[config.mk]
export PLATFORM = sky130hd
export DESIGN_NAME = wdt_core
export DESIGN_NICKNAME = d
export VERILOG_FILES = /design/src/rtl/wdt_pkg.sv /design/src/rtl/wdt_cfg_reg.sv /design/src/rtl/wdt_prescaler.sv /design/src/rtl/wdt_counter.sv /design/src/rtl/wdt_steer.sv /design/src/rtl/wdt_core.sv
export SDC_FILE = /design/constraint.sdc
export NUM_CORES = 1
export LEC_CHECK = 0
export BUFFER_PORTS_ARGS = -buffer_cell sky130_fd_sc_hd__clkbuf_2
export CAP_MARGIN = 20
export CORE_ASPECT_RATIO = 1.75
export CORE_UTILIZATION = 52
export DETAILED_ROUTE_END_ITERATION = 6
export PLACE_DENSITY = 0.77
export SLEW_MARGIN = 20
export SYNTH_ARGS = -nofsm -noshare
export SYNTH_HDL_FRONTEND = slang
export SYNTH_SLANG_ARGS = --single-unit
export TNS_END_PERCENT = 100
[constraint.sdc]
create_clock -name clk -period 5.45 [get_ports clk]
set_clock_uncertainty 0.15 [all_clocks]
set_input_delay 0.8175 -clock clk [delete_from_list [all_inputs] [get_ports clk]]
set_output_delay 0.8175 -clock clk [all_outputs]
set_load 0.1 [all_outputs]
[src/rtl/wdt_pkg.sv]
package wdt_pkg;
  localparam int CFG_W  = 8;
  localparam int MULT_W = 5;
  localparam int RES_W  = 2;
  localparam int PRE_W  = 2 * ((1 << RES_W) - 1);

  typedef struct packed {
    logic              steer_rst;
    logic [MULT_W-1:0] mult;
    logic [RES_W-1:0]  res;
  } wdt_cfg_t;

  // last prescaler count for a resolution code: divider 4**code, minus one
  function automatic logic [PRE_W-1:0] pre_limit(input logic [RES_W-1:0] code);
    logic [PRE_W:0] div;
    div = (PRE_W+1)'(1) << (2 * code);
    return PRE_W'(div - 1'b1);
  endfunction
endpackage

[src/rtl/wdt_cfg_reg.sv]
module wdt_cfg_reg
  import wdt_pkg::*;
(
  input  logic            clk,
  input  logic            rst,
  input  logic            wr_en,
  input  logic [CFG_W-1:0] wdata,
  input  logic            kick,
  output wdt_cfg_t        cfg_q,
  output logic            restart,
  output logic [MULT_W-1:0] load_mult
);
  logic kick_d;

  always_ff @(posedge clk) begin
    if (rst) begin
      cfg_q  <= '0;
      kick_d <= 1'b0;
    end else begin
      kick_d <= kick;
      if (wr_en) cfg_q <= wdt_cfg_t'(wdata);
    end
  end

  wdt_cfg_t wr_view;
  assign wr_view   = wdt_cfg_t'(wdata);
  assign restart   = wr_en | (kick ^ kick_d);
  assign load_mult = wr_en ? wr_view.mult : cfg_q.mult;
endmodule

[src/rtl/wdt_prescaler.sv]
module wdt_prescaler
  import wdt_pkg::*;
(
  input  logic             clk,
  input  logic             rst,
  input  logic             base_en,
  input  logic             restart,
  input  logic [RES_W-1:0] res,
  output logic             res_tick
);
  logic [PRE_W-1:0] pre_cnt;
  logic [PRE_W-1:0] lim;

  assign lim      = pre_limit(res);
  assign res_tick = base_en && !restart && (pre_cnt == lim);

  always_ff @(posedge clk) begin
    if (rst || restart) begin
      pre_cnt <= '0;
    end else if (base_en) begin
      pre_cnt <= (pre_cnt == lim) ? '0 : pre_cnt + 1'b1;
    end
  end
endmodule

[src/rtl/wdt_counter.sv]
module wdt_counter #(
  parameter int MW = 5
) (
  input  logic          clk,
  input  logic          rst,
  input  logic          restart,
  input  logic [MW-1:0] load_val,
  input  logic [MW-1:0] reload_val,
  input  logic          res_tick,
  output logic          expire_q
);
  logic [MW-1:0] cnt;

  always_ff @(posedge clk) begin
    if (rst) begin
      cnt      <= '0;
      expire_q <= 1'b0;
    end else begin
      expire_q <= 1'b0;
      if (restart) begin
        cnt <= load_val;
      end else if (res_tick && (cnt != '0)) begin
        if (cnt == MW'(1)) begin
          cnt      <= reload_val;
          expire_q <= 1'b1;
        end else begin
          cnt <= cnt - 1'b1;
        end
      end
    end
  end
endmodule

[src/rtl/wdt_steer.sv]
module wdt_steer #(
  parameter int RST_LEN = 8,
  localparam int RW = $clog2(RST_LEN + 1)
) (
  input  logic clk,
  input  logic rst,
  input  logic expire,
  input  logic steer_rst,
  input  logic flag_clr,
  output logic rst_o,
  output logic flag_o,
  output logic irq_o
);
  logic [RW-1:0] rst_left;

  always_ff @(posedge clk) begin
    if (rst) begin
      rst_left <= '0;
      rst_o    <= 1'b0;
    end else if (expire && steer_rst) begin
      rst_left <= RW'(RST_LEN);
      rst_o    <= 1'b1;
    end else if (rst_left != '0) begin
      rst_left <= rst_left - 1'b1;
      rst_o    <= (rst_left != RW'(1));
    end
  end

  always_ff @(posedge clk) begin
    if (rst) begin
      flag_o <= 1'b0;
      irq_o  <= 1'b0;
    end else if (expire && !steer_rst) begin
      flag_o <= 1'b1;
      irq_o  <= 1'b1;
    end else if (flag_clr) begin
      flag_o <= 1'b0;
      irq_o  <= 1'b0;
    end
  end
endmodule

[src/rtl/wdt_core.sv]
module wdt_core
  import wdt_pkg::*;
#(
  parameter int RST_LEN = 8
) (
  input  logic             clk,
  input  logic             rst,
  input  logic             base_en,
  input  logic             kick,
  input  logic             cfg_wr,
  input  logic [CFG_W-1:0] cfg_wdata,
  input  logic             flag_rd,
  output logic [CFG_W-1:0] cfg_o,
  output logic             flag_o,
  output logic             irq_o,
  output logic             rst_o
);
  wdt_cfg_t          cfg_q;
  logic              restart;
  logic [MULT_W-1:0] load_mult;
  logic              res_tick;
  logic              expire;

  wdt_cfg_reg u_cfg (
    .clk(clk), .rst(rst), .wr_en(cfg_wr), .wdata(cfg_wdata), .kick(kick),
    .cfg_q(cfg_q), .restart(restart), .load_mult(load_mult)
  );

  wdt_prescaler u_pre (
    .clk(clk), .rst(rst), .base_en(base_en), .restart(restart),
    .res(cfg_q.res), .res_tick(res_tick)
  );

  wdt_counter #(.MW(MULT_W)) u_cnt (
    .clk(clk), .rst(rst), .restart(restart), .load_val(load_mult),
    .reload_val(cfg_q.mult), .res_tick(res_tick), .expire_q(expire)
  );

  wdt_steer #(.RST_LEN(RST_LEN)) u_steer (
    .clk(clk), .rst(rst), .expire(expire), .steer_rst(cfg_q.steer_rst),
    .flag_clr(flag_rd), .rst_o(rst_o), .flag_o(flag_o), .irq_o(irq_o)
  );

  assign cfg_o = cfg_q;
endmodule

==> results.json <==
{
  "slew_headroom_pct": 63.85,
  "insertion_delay_ps": 280,
  "core_region_area_um2": 2522,
  "worstPathArrival_ps": 2280,
  "io_buffers": 24,
  "grt.met1_usage_pct": 19.76,
  "synth_area_leaders": "dfxtp_1, mux2i_1, nor2_1",
  "vias": 1190,
  "grt.busiest_layer": "met2",
  "grtUsageMet2_pct": 43.23,
  "drv_slew": 0,
  "critPathRequiredTime_ps": 5470,
  "drc": 0,
  "grt-ovfl-total": 0,
  "synth_area_leader_cell": "dfxtp_1",
  "hold_violations": 0,
  "syn_nets": 186,
  "hp-class": "register to register",
  "crit_start": "u_cnt.cnt[1]",
  "ys_ff_latch": 27,
  "cts_root_buf": "clkbuf_8",
  "drtIter0Drc": 33,
  "cpLargestDelayFamily": "simple AND/OR/NAND/NOR gates",
  "cp-start-kind": "register",
  "pin_count": 25,
  "drtAntennaViolNets": 0,
  "antenna_found_initial": 0,
  "p_leak_uw": 0.0006860,
  "met3_usage_pct": 4.075,
  "rows": 24,
  "whs_path_depth": 2,
  "reg2reg_depth": 7,
  "drt-total-wl_mm": 2.954,
  "min_to": "u_steer.flag_o",
  "numCtsBuffers": 3,
  "critPathMaxStageDelay_ps": 400,
  "die_y_um": 70.77,
  "netlist_area_um2": 1405,
  "worstReg2RegStart": "u_cnt.cnt[1]",
  "synth_edf_count": 0,
  "setup_ws_ps": 3185,
  "status": "complete, no violations",
  "htreeDepth": 1,
  "cap_violations": 0,
  "vias_per_cell": 5.640,
  "holdBufCountCts": 0,
  "worstHoldStart": "u_cnt.expire_q",
  "post-route-period-util_pct": 41.55,
  "rsz0062_at_grt": "false",
  "r2r-end": "u_cnt.cnt[0]",
  "clock_sinks": 27,
  "worst_ir_drop_vdd_v": 0.0002244,
  "cp_max_fo": 7,
  "areaGrowthSynthToFinish_pct": 11.49,
  "ys_seq_area_share_pct": 38.47,
  "nets": 207,
  "cts_buffer_depth": 2,
  "yosysUniqueCellTypes": 36,
  "drt-pass1-iter-count": 4,
  "path_cells": "inv_1 -> ha_1 -> nor4b_1 -> or2_0 -> or3_1 -> a31oi_1 -> mux2_1",
  "grt_pass1_vias": 1186,
  "gp_congestion": 0.8220,
  "grtUsageTotal_pct": 23.40,
  "clk_pin_slew_ps": 90,
  "drive_gt1_share_pct": 17.30,
  "finalSetupViolations": 0,
  "syn_area_per_cell_um2": 8.516,
  "synthArstFlopShare_pct": 0,
  "worst-path-buf-inv": 1,
  "finalCriticalPeriod_ps": 2265,
  "cts-resized-gates": 0,
  "num-fill-cells": 247,
  "cp_slowest_cell": "nor4b_1",
  "fmax_ghz": 0.4416,
  "dpl.hpwl_mm": 2.357,
  "grt_max_degree": 24,
  "wl_per_cell_um": 14.00,
  "cts_tree": "done",
  "antenna_cells": 0,
  "grt_pass1_wl_mm": 4.698,
  "start_util_pct": 55.70,
  "die-area_um2": 2922,
  "netlist.area_leader.share_pct": 38.47,
  "netlist_instances": 165,
  "postCtsSetupBuffers": 0,
  "final_cell_mix": "dfxtp_1, nor2_1, clkbuf_2",
  "place_ws_ps": 3082,
  "yosys_warnings": 0,
  "cp-end-kind": "register",
  "r2r_slack_ps": 3190,
  "layout_commonest_cell": "dfxtp_1",
  "die_x_um": 41.30,
  "tightest_slew_ps": 544.6,
  "fin_tns_setup_ps": 0,
  "ys.flop_type": "dfxtp_1",
  "p_per_area_nw_per_um2": 362.5,
  "worstSetupPathType": "register to register"
}
==> sequential cells by signal, indices dropped and copies added (netlist names) <==
name and count:
u_cfg.kick_d 1, u_cfg.cfg_q 8, u_steer.rst_o 1, u_steer.flag_o 1
u_pre.pre_cnt 6, u_cnt.expire_q 1, u_cnt.cnt 5, u_steer.rst_left 4
==> Yosys cell counts (2+ instances only) <==
| cell | count |
|---|---|
| a21oi_1 | 11 |
| inv_1 | 9 |
| xnor2_1 | 3 |
| a221oi_1 | 2 |
| xor2_1 | 4 |
| or3_1 | 4 |
| dfxtp_1 | 27 |
| o21ai_0 | 2 |
| buf_4 | 2 |
| a211oi_1 | 2 |
| clkbuf_1 | 4 |
| a31oi_1 | 3 |
| nor2_1 | 25 |
| nand3_1 | 4 |
| mux2_1 | 2 |
| buf_1 | 2 |
| nand4_1 | 2 |
| ha_1 | 7 |
| nand2b_1 | 13 |
| or2_2 | 2 |
| nor3_1 | 3 |
| mux2i_1 | 11 |
| nor2b_1 | 2 |
| nand2_1 | 7 |
==> stage by stage <==
stage	cell area (µm²)	std cells	total power, µW	utilization [%]	hold slack, ps
after floorplan	1405	165	416.0	-	299.7
after global placement	1520	207	449.1	60.27	309.5
after detailed placement	1520	207	462.0	60.27	320.5
after CTS	1567	211	573.0	62.10	333.3
after global routing	1567	211	606.6	62.10	352.1
final	1567	211	567.9	62.10	324.3
==> area by class of cell <==
type	instances	area, µm²	share of cell area, %
well taps	26	32.53	2.077
clock inverters	1	5.005	0.3195
inverters	9	33.78	2.157
flip-flops and latches	27	540.5	34.50
repair buffers	24	120.1	7.668
clock buffers	3	41.29	2.636
multi-input cells	121	793.3	50.64
==> logic make-up after synthesis <==
| logic type | after synthesis | synth area share, % |
|---|---|---|
| simple gates | 69 | 25.02 |
| fa+ha+maj | 7 | 6.233 |
| flops | 27 | 38.47 |
| xor+xnor | 7 | 4.363 |
| buf+inv | 17 | 5.075 |
| compound gates | 25 | 11.40 |
| mux | 13 | 9.439 |
==> tightest hold or removal path: cells and delay by family (launching register included) <==
family | cells | cell delay (ps)
AND/OR/NAND/NOR | 1 | 60
AO/OA/AOI/OAI | 1 | 60
flip-flops | 1 | 320
==> power breakdown <==
group / switching, µW / internal, µW
sequential: 24.2 / 223
clock: 61.6 / 51.3
combinational: 134 / 73.6
==> metal layers <==
metal  part of all wire (%)  up-vias
met5                      0        -
met3                    2.1       12
met1                     36      555
met2                     58       21
met4                    4.2        0
li1                       -      602
==> worst max-delay path by stage <==
stage | to | cells after the start
finish | u_cnt.cnt[0] | 7
global route | u_cnt.cnt[0] | 7
CTS | u_cnt.cnt[0] | 7
detailed placement | u_cnt.cnt[0] | 4
global placement | u_cnt.cnt[0] | 4
floorplan | u_cnt.cnt[0] | 5
Power figures use the tool's default switching activity.
